==> src/rtl/fp32_pipe_adder.sv <==
module fp32_pipe_adder (
  input  logic        clk,
  input  logic        rst,
  input  logic        en,
  input  logic [31:0] x_in,
  input  logic [31:0] y_in,
  output logic [31:0] sum_out,
  output logic        ovf_o,
  output logic        unf_o,
  output logic        inv_o
);

  localparam logic [2:0] C_ZERO = 3'd0;
  localparam logic [2:0] C_SUB  = 3'd1;
  localparam logic [2:0] C_NORM = 3'd2;
  localparam logic [2:0] C_INF  = 3'd3;
  localparam logic [2:0] C_NAN  = 3'd4;

  function automatic logic [2:0] classify(input logic [31:0] v);
    if (v[30:23] == 8'hFF) return (v[22:0] != 23'd0) ? C_NAN : C_INF;
    if (v[30:23] == 8'h00) return (v[22:0] != 23'd0) ? C_SUB : C_ZERO;
    return C_NORM;
  endfunction

  // stage 1: operand capture and class
  logic [31:0] s1_x, s1_y;
  logic [2:0]  s1_cx, s1_cy;

  // stage 2: ordered and aligned
  logic [26:0] s2_big, s2_sml;
  logic [7:0]  s2_exp;
  logic        s2_sign, s2_sub, s2_nan, s2_inf, s2_infs;

  // stage 3: raw sum
  logic [27:0] s3_sum;
  logic [7:0]  s3_exp;
  logic        s3_sign, s3_sub, s3_nan, s3_inf, s3_infs;

  // stage 4: normalised
  logic [26:0]       s4_n;
  logic signed [9:0] s4_e;
  logic              s4_sign, s4_zero, s4_zs, s4_nan, s4_inf, s4_infs;

  // stage 2 combinational
  logic        x_big;
  logic [31:0] bg, sm;
  logic [2:0]  cbg, csm;
  logic [7:0]  e_bg, e_sm, dexp;
  logic [4:0]  dcap;
  logic [23:0] m_bg, m_sm;
  logic [50:0] wide;
  logic [26:0] aligned;
  logic        nan2, inf2, infs2;

  assign x_big   = s1_x[30:0] >= s1_y[30:0];
  assign bg      = x_big ? s1_x : s1_y;
  assign sm      = x_big ? s1_y : s1_x;
  assign cbg     = x_big ? s1_cx : s1_cy;
  assign csm     = x_big ? s1_cy : s1_cx;
  assign e_bg    = (bg[30:23] == 8'd0) ? 8'd1 : bg[30:23];
  assign e_sm    = (sm[30:23] == 8'd0) ? 8'd1 : sm[30:23];
  assign m_bg    = {cbg == C_NORM, bg[22:0]};
  assign m_sm    = {csm == C_NORM, sm[22:0]};
  assign dexp    = e_bg - e_sm;
  assign dcap    = (dexp > 8'd27) ? 5'd27 : dexp[4:0];
  assign wide    = {m_sm, 27'd0} >> dcap;
  assign aligned = {wide[50:25], wide[24] | (|wide[23:0])};
  assign nan2    = (s1_cx == C_NAN) || (s1_cy == C_NAN) ||
                   (s1_cx == C_INF && s1_cy == C_INF && s1_x[31] != s1_y[31]);
  assign inf2    = (s1_cx == C_INF) || (s1_cy == C_INF);
  assign infs2   = (s1_cx == C_INF) ? s1_x[31] : s1_y[31];

  // stage 3 combinational
  logic [27:0] raw_sum;
  assign raw_sum = s2_sub ? ({1'b0, s2_big} - {1'b0, s2_sml})
                          : ({1'b0, s2_big} + {1'b0, s2_sml});

  // stage 4 combinational
  logic [4:0]        lz;
  logic [26:0]       norm;
  logic signed [9:0] e_norm;

  always_comb begin
    lz = 5'd0;
    for (int i = 0; i < 27; i++)
      if (s3_sum[i]) lz = 5'(26 - i);
  end

  always_comb begin
    if (s3_sum[27]) begin
      norm   = {s3_sum[27:2], s3_sum[1] | s3_sum[0]};
      e_norm = $signed({2'b00, s3_exp}) + 10'sd1;
    end else begin
      norm   = s3_sum[26:0] << lz;
      e_norm = $signed({2'b00, s3_exp}) - $signed({5'd0, lz});
    end
  end

  // stage 5 combinational: round and compose
  logic              inc;
  logic [24:0]       rnd;
  logic [22:0]       frac;
  logic signed [9:0] e_fin;
  logic [31:0]       word;
  logic              f_ovf, f_unf, f_inv;

  assign inc   = s4_n[2] & (s4_n[1] | s4_n[0] | s4_n[3]);
  assign rnd   = {1'b0, s4_n[26:3]} + {24'd0, inc};
  assign frac  = rnd[24] ? rnd[23:1] : rnd[22:0];
  assign e_fin = s4_e + $signed({9'd0, rnd[24]});

  always_comb begin
    word  = {s4_sign, e_fin[7:0], frac};
    f_ovf = 1'b0;
    f_unf = 1'b0;
    f_inv = 1'b0;
    if (s4_nan) begin
      word  = 32'h7FC0_0000;
      f_inv = 1'b1;
    end else if (s4_inf) begin
      word  = {s4_infs, 8'hFF, 23'd0};
    end else if (s4_zero) begin
      word  = {s4_zs, 31'd0};
    end else if (e_fin >= 10'sd255) begin
      word  = {s4_sign, 8'hFF, 23'd0};
      f_ovf = 1'b1;
    end else if (e_fin < 10'sd1) begin
      word  = {s4_sign, 31'd0};
      f_unf = 1'b1;
    end
  end

  always_ff @(posedge clk) begin
    if (rst) begin
      s1_x <= '0; s1_y <= '0; s1_cx <= C_ZERO; s1_cy <= C_ZERO;
      s2_big <= '0; s2_sml <= '0; s2_exp <= '0;
      s2_sign <= 1'b0; s2_sub <= 1'b0; s2_nan <= 1'b0; s2_inf <= 1'b0; s2_infs <= 1'b0;
      s3_sum <= '0; s3_exp <= '0;
      s3_sign <= 1'b0; s3_sub <= 1'b0; s3_nan <= 1'b0; s3_inf <= 1'b0; s3_infs <= 1'b0;
      s4_n <= '0; s4_e <= '0;
      s4_sign <= 1'b0; s4_zero <= 1'b1; s4_zs <= 1'b0;
      s4_nan <= 1'b0; s4_inf <= 1'b0; s4_infs <= 1'b0;
      sum_out <= '0; ovf_o <= 1'b0; unf_o <= 1'b0; inv_o <= 1'b0;
    end else if (en) begin
      s1_x  <= x_in;
      s1_y  <= y_in;
      s1_cx <= classify(x_in);
      s1_cy <= classify(y_in);

      s2_big  <= {m_bg, 3'b000};
      s2_sml  <= aligned;
      s2_exp  <= e_bg;
      s2_sign <= bg[31];
      s2_sub  <= s1_x[31] ^ s1_y[31];
      s2_nan  <= nan2;
      s2_inf  <= inf2;
      s2_infs <= infs2;

      s3_sum  <= raw_sum;
      s3_exp  <= s2_exp;
      s3_sign <= s2_sign;
      s3_sub  <= s2_sub;
      s3_nan  <= s2_nan;
      s3_inf  <= s2_inf;
      s3_infs <= s2_infs;

      s4_n    <= norm;
      s4_e    <= e_norm;
      s4_sign <= s3_sign;
      s4_zero <= (s3_sum == 28'd0);
      s4_zs   <= s3_sub ? 1'b0 : s3_sign;
      s4_nan  <= s3_nan;
      s4_inf  <= s3_inf;
      s4_infs <= s3_infs;

      sum_out <= word;
      ovf_o   <= f_ovf;
      unf_o   <= f_unf;
      inv_o   <= f_inv;
    end
  end

endmodule

==> config.mk <==
export PLATFORM = sky130hd
export DESIGN_NAME = fp32_pipe_adder
export DESIGN_NICKNAME = d
export VERILOG_FILES = /design/src/rtl/fp32_pipe_adder.sv
export SDC_FILE = /design/constraint.sdc
export NUM_CORES = 1
export LEC_CHECK = 0
export ABC_AREA = 1
export CAP_MARGIN = 10
export CORE_AREA = 2 2 225 227
export DETAILED_ROUTE_END_ITERATION = 8
export DIE_AREA = 0 0 227 229
export PLACE_DENSITY = 0.55
export SLEW_MARGIN = 20
export SYNTH_ARGS = -nofsm -noshare
export SYNTH_HDL_FRONTEND = slang
export SYNTH_SLANG_ARGS = --single-unit
==> constraint.sdc <==
create_clock -name clk -period 5.3 [get_ports clk]
set_input_delay 0.795 -clock clk [delete_from_list [all_inputs] [get_ports clk]]
set_output_delay 0.795 -clock clk [all_outputs]
set_load 0.005 [all_outputs]
# Yosys cells after proc, flatten, opt, wreduce, memory -nomap -nowiden
# Index checks and enable logic that the tools add are counted.
# totals
input_bits	67
register_bits	253
word_cells	153
# classes
bitwise_logic	6
n_lt_le_gt_ge	4
shifts	2
muxes	81
n_reduce_logical	13
eq_ne	9
n_addsub	7
# op_table
op	count
$mux 5	28
$mux 32	4
$mux 31	3
$shr 51x5->51	1
$reduce_bool 23->1	2
$mux 3	12
$logic_not 8->1	4
$ge 31x31->1	1
$add 27x27->28	1
$logic_not 28->1	1
$mux 1	28
$mux 28	1
$sub 27x27->28	1
$mux 27	1
$shl 27x5->27	1
$add 24x1->25	1
$reduce_or 24->1	1
$mux 23	1
$eq 8x8->1 const B	2
$mux 8	2
$eq 3x2->1 const B	4
$add 10x2->10	1
$ge 10x9->1 const B	1
$lt 10x2->1 const B	1
12 further kinds	19

# Longest topological paths before layout
# depth
word_depth	29
mapped_depth	45
mapped_depth_nobuf	43

# Least setup slack after synthesis
# OpenSTA, ideal clock, no wires.
# synth_timing
path_type	register to register
startpoint	register s1_y[12]
endpoint	register s2_sml[0]
n_path_buf	5
path_slack_ps	205
stages_incl_launch_ff	41
arrival_time_ps	4965
setup_ps	131
cell_sequence	dfxtp_1 -> inv_1 -> ha_1 -> nand2_1 -> nor2_1 -> nand2_1 -> nor4_1 -> nand4_1 -> nand2_1 -> nor2_1 -> nand2_1 -> buf_2 -> buf_2 -> buf_2 -> clkbuf_1 -> o21ai_0 -> nand2_1 -> o31ai_1 -> [... 5 more ...] -> a211oi_1 -> or2_2 -> nand3_1 -> nor2_4 -> nand2_4 -> buf_6 -> nand2_1 -> o211ai_2 -> o21ai_1 -> or2_1 -> nand3_1 -> nand2_1 -> nor2_1 -> nand2_1 -> nor2_1 -> nand2_1 -> nand2_1 -> a21oi_2
# synth_between
elab_chain_cells	10
# synth_rtl
item	line	source
from (decl)	26	logic [31:0] s1_x, s1_y;
from (signal assigned)	146	s1_y <= y_in;
$ge 31x31->1	55	assign x_big = s1_x[30:0] >= s1_y[30:0];
$mux 32 or $mux 31 (tied branches)	56, 57	
$logic_not 8->1, on equally long branches	60, 61	
$mux 8, on equally long branches	60, 61	
$sub 8x8->8	64	assign dexp = e_bg - e_sm;
$gt 8x5->1	65	assign dcap = (dexp > 8'd27) ? 5'd27 : dexp[4:0];
$mux 5	65	
$shr 51x5->51 (*)	66	assign wide = {m_sm, 27'd0} >> dcap;
$reduce_or 24->1	67	assign aligned = {wide[50:25], wide[24] | (|wide[23:0])};
$or 1x1->1 (*)	67	
to (signal assigned)	151	s2_sml <= aligned;
to (decl)	30	logic [26:0] s2_big, s2_sml;
# Mark *: on every way between the ends. The rest lies on a longest branch, timed or not.
# A chain may end at the register's enable or synchronous reset.

# Final worst setup path
# layout_timing
startpoint	register s1_y[1]
endpoint	register s2_sml[0]
# layout_between
elab_chain_cells	10
# layout_rtl
item	line	source
$ge 31x31->1 (*)	55	
$mux 32 (*)	56	assign bg = x_big ? s1_x : s1_y;
$logic_not 8->1	60	assign e_bg = (bg[30:23] == 8'd0) ? 8'd1 : bg[30:23];
$mux 8 (*)	60	
net e_bg[2]	48	logic [7:0] e_bg, e_sm, dexp;
$sub 8x8->8 (*)	64	
$gt 8x5->1	65	
$mux 5 (*)	65	
$shr 51x5->51 (*)	66	
$reduce_or 24->1	67	
$or 1x1->1 (*)	67	
# The timed path passes the listed nets; every way through them passes the cells marked *.

==> results.sh <==
export IMPL_status="complete, no violations"
export IMPL_antenna_found_initial=1
export IMPL_antenna_left=0
export IMPL_slowest_stage="fa_2"
export IMPL_cp_data_arrival_time_ns=5.68
export IMPL_h_tree_depth=1
export IMPL_fmax_mhz=190
export IMPL_synth_edff_count=0
export IMPL_track_usage_pct=21.5
export IMPL_synth_top_family_by_area="simple AND/OR/NAND/NOR gates"
export IMPL_cts_tree="done"
export IMPL_synth_mux_area_share_pct=0.350
export IMPL_worst_setup_path_type="flop to flop"
export IMPL_finalSetupTns_ns=0
export IMPL_setup_violations=0
export IMPL_p_int_w=0.00524
export IMPL_fill_cells=5229
export IMPL_die_w_microns=227
export IMPL_yosys_top_cells_count="nand2_1, a21oi_1, inv_1"
export IMPL_grt_pass1_wl_microns=91000
export IMPL_ys_seq_elements=253
export IMPL_pin_count=102
export IMPL_seq_area_sq_um=5090
export IMPL_ys_types=55
export IMPL_power_density_nw_per_um2=399
export IMPL_ys_warn_count=0
export IMPL_rows=82
export IMPL_swShare_pct=41.0
export IMPL_wl_microns=57400
export IMPL_ys_flop_type="dfxtp_1"
export IMPL_p_leak_nw=9.97
export IMPL_switchingPower_w=0.00363
export IMPL_area_growth_syn_to_layout_pct=29.4
export IMPL_slew_viol_final=0
export IMPL_dr_total_vias=18400
export IMPL_nets=3058
export IMPL_slew_limit_headroom_pct=31.0
export IMPL_first_iter_violations=1228
export IMPL_netlist_top_cells_area="dfxtp_1, nand2_1, a21oi_1"
export IMPL_core_area_sq_um=49700
export IMPL_cts_reportedPaths_clkPinSlew_ns=0.06
export IMPL_vdd_ir_drop_max_mv=0.298
export IMPL_n_antenna_cell=0
export IMPL_fin_crit_ns=5.26
export IMPL_synthAdderAreaFrac_pct=7.35
export IMPL_async_flop_share_pct=0
export IMPL_cts_buffer_depth=3
export IMPL_start_util_pct=34.6
export IMPL_totalPowerFinal_w=0.00887
export IMPL_holdCritPathClass="flop to flop"
export IMPL_cp_common_cell="nand2_1"
export IMPL_skew_ns=0.0161
export IMPL_clk_latency_ns=0.58
export IMPL_start_kind="flop"
export IMPL_post_place_ws_ns=-0.374
export IMPL_synth_most_common_cell="nand2_1"
export IMPL_worst_slew_pin_slew_ns=1.03
export IMPL_cts_root_buf="clkbuf_16"
export IMPL_grt_pass1_vias=17100
export IMPL_synth_compound_area_share_pct=23.2
export IMPL_syn_instance_count=2685
export IMPL_clockPowerShare_pct=24.0
export IMPL_cap_violations=0
export IMPL_dieArea_sq_um=52000
export IMPL_ys_seq_area_share_pct=29.5
export IMPL_max_stage_delay_ns=0.35
export IMPL_avgSynthCellArea_sq_um=6.39
export IMPL_synthSimpleGateAreaFrac_pct=26.5
export IMPL_rsz0062_at_grt="yes"
export IMPL_place_congestion=0.900
export IMPL_dp_hpwl_microns=41800
export IMPL_drive_gt1_share_pct=17.2
export IMPL_synth_top_area_cell="dfxtp_1"
export IMPL_seqPwrFrac_pct=25.1
export IMPL_fin_ws_ns=0.0405
export IMPL_synth_top_area_share_pct=29.5
export IMPL_use_met3_pct=2.54
export IMPL_endpoint_kind="flop"
export IMPL_busiest_layer="met2"
export IMPL_multiInputGateArea_sq_um=11200
export IMPL_period_share_pct=99.2
export IMPL_syn_nets=2851
export IMPL_path_max_fanout=7
export IMPL_numCtsBuffers=30
export IMPL_die_h_microns=229
export IMPL_gr_total_overflow=0
export IMPL_cts_hold_buf=0
export IMPL_syn_cell_area_sq_um=17200
export IMPL_grt_start_max_net_pins=99
export IMPL_grt_use_met1_pct=30.5
export IMPL_synthXorXnorAreaFrac_pct=2.70
export IMPL_viasPerCell=5.12
export IMPL_clock_sinks=253
export IMPL_use_met2_pct=34.4
export IMPL_first_pass_iters=6
export IMPL_wl_per_cell_microns=16.0
export IMPL_worstPathRequired_ns=5.72
export IMPL_ff2ff_setup_slack_ns=0.04
export IMPL_drc=0
export IMPL_p_comb_share_pct=50.9
export IMPL_portBuffers=101
export IMPL_fin_hold_ws_ns=0.462
export IMPL_hold_violations=0
[cells by family after synthesis]
logic type | after synthesis
compound gates | 741
xor+xnor | 53
fa+ha+maj | 99
buf+inv | 463
flops | 253
mux | 6
simple gates | 1070
[critical path, delay by kind of cell, from the launching register on]
| kind | cells | cell delay, ns |
|---|---|---|
| buffers and inverters | 5 | 0.46 |
| adders and majority gates | 3 | 0.84 |
| and+or+nand+nor | 21 | 2.47 |
| AOI/OAI and AO/OA | 10 | 1.00 |
| DFF | 1 | 0.32 |
[stage by stage]
| step | utilization (%) | cell area, sq um | std cells |
|---|---|---|---|
| 2_1_floorplan | - | 17200 | 2685 |
| 3_3_place_gp | 39.8 | 19800 | 3480 |
| 3_5_place_dp | 39.8 | 19800 | 3480 |
| 4_1_cts | 42.8 | 21300 | 3569 |
| 5_1_grt | 44.7 | 22200 | 3584 |
| 6_report | 44.7 | 22200 | 3584 |
[state kept, by name (all words and copies together), names as in the netlist, 3 cells and up]
| signal | flops |
|---|---|
| s1_cx | 3 |
| s1_cy | 3 |
| s1_x | 32 |
| s1_y | 32 |
| s2_big | 24 |
| s2_exp | 8 |
| s2_sml | 27 |
| s3_exp | 8 |
| s3_sum | 28 |
| s4_e | 10 |
| s4_n | 27 |
| sum_out | 32 |
[placed cells by master (no fill, tap or decap), drive strengths merged, types with 2 or more instances in the layout]
cell type | netlist | layout
o221ai | 7 | 7
ha | 96 | 96
nand2 | 587 | 588
o31ai | 6 | 6
o22ai | 3 | 3
and2 | 2 | 2
nand3b | 2 | 2
a32oi | 2 | 2
a211oi | 5 | 5
mux2i | 6 | 6
xnor2 | 10 | 10
nand4 | 38 | 38
clkbuf | 121 | 45
a31oi | 13 | 13
inv | 309 | 310
o21a | 2 | 2
clkdlybuf4s50 | 0 | 99
or2 | 10 | 10
buf | 28 | 222
fa | 3 | 3
nor4 | 17 | 17
nor3 | 28 | 28
dfxtp | 253 | 253
o21ai | 329 | 329
a22oi | 3 | 3
clkinv | 5 | 10
a21oi | 319 | 319
xor2 | 43 | 43
nor2 | 173 | 173
o211ai | 31 | 31
a21boi | 10 | 10
o21bai | 4 | 4
nand3 | 212 | 212
bufinv | 0 | 3
[power by group through the flow]
stage	Clock (W)	Combinational [W]	Sequential (W)
2_1_floorplan	0	0.00234	0.00220
3_3_place_gp	0	0.00375	0.00226
3_5_place_dp	0	0.00374	0.00226
4_1_cts	0.00219	0.00403	0.00222
5_1_grt	0.00226	0.00499	0.00225
6_report	0.00213	0.00451	0.00223
[cell type report]
class	instances	area share [%]
Multi-Input combinational cell	1970	50.5
Sequential cell	253	22.9
Timing Repair Buffer	323	12.8
Inverter	314	5.39
Clock buffer	43	3.91
Tap cell	672	3.78
Clock inverter	9	0.636
[worst paths after layout]
| check | startpoint | depth (start not counted) | endpoint |
|---|---|---|---|
| setup reg to reg | s1_y[1] | 39 | s2_sml[0] |
| hold / removal | sum_out[11] | 2 | sum_out[11] |
| hold reg to reg | sum_out[11] | 2 | sum_out[11] |
| setup / recovery | s1_y[1] | 39 | s2_sml[0] |
[routing by layer]
layer | share of wire [%] | vias up
li1 | - | 9394
met1 | 48 | 8429
met2 | 45 | 444
met3 | 4.7 | 81
met4 | 2.2 | 2
met5 | 0.014 | -
[repair_timing]
| item | in CTS | in global routing |
|---|---|---|
| setup endpoints to repair | 27 | 50 |
| gates resized for setup | 69 | 207 |
| pin swaps | 28 | 56 |
| setup buffers | 34 | 15 |
| cloned | 3 | 3 |
Note: power is estimated with default switching activity, not from simulation.
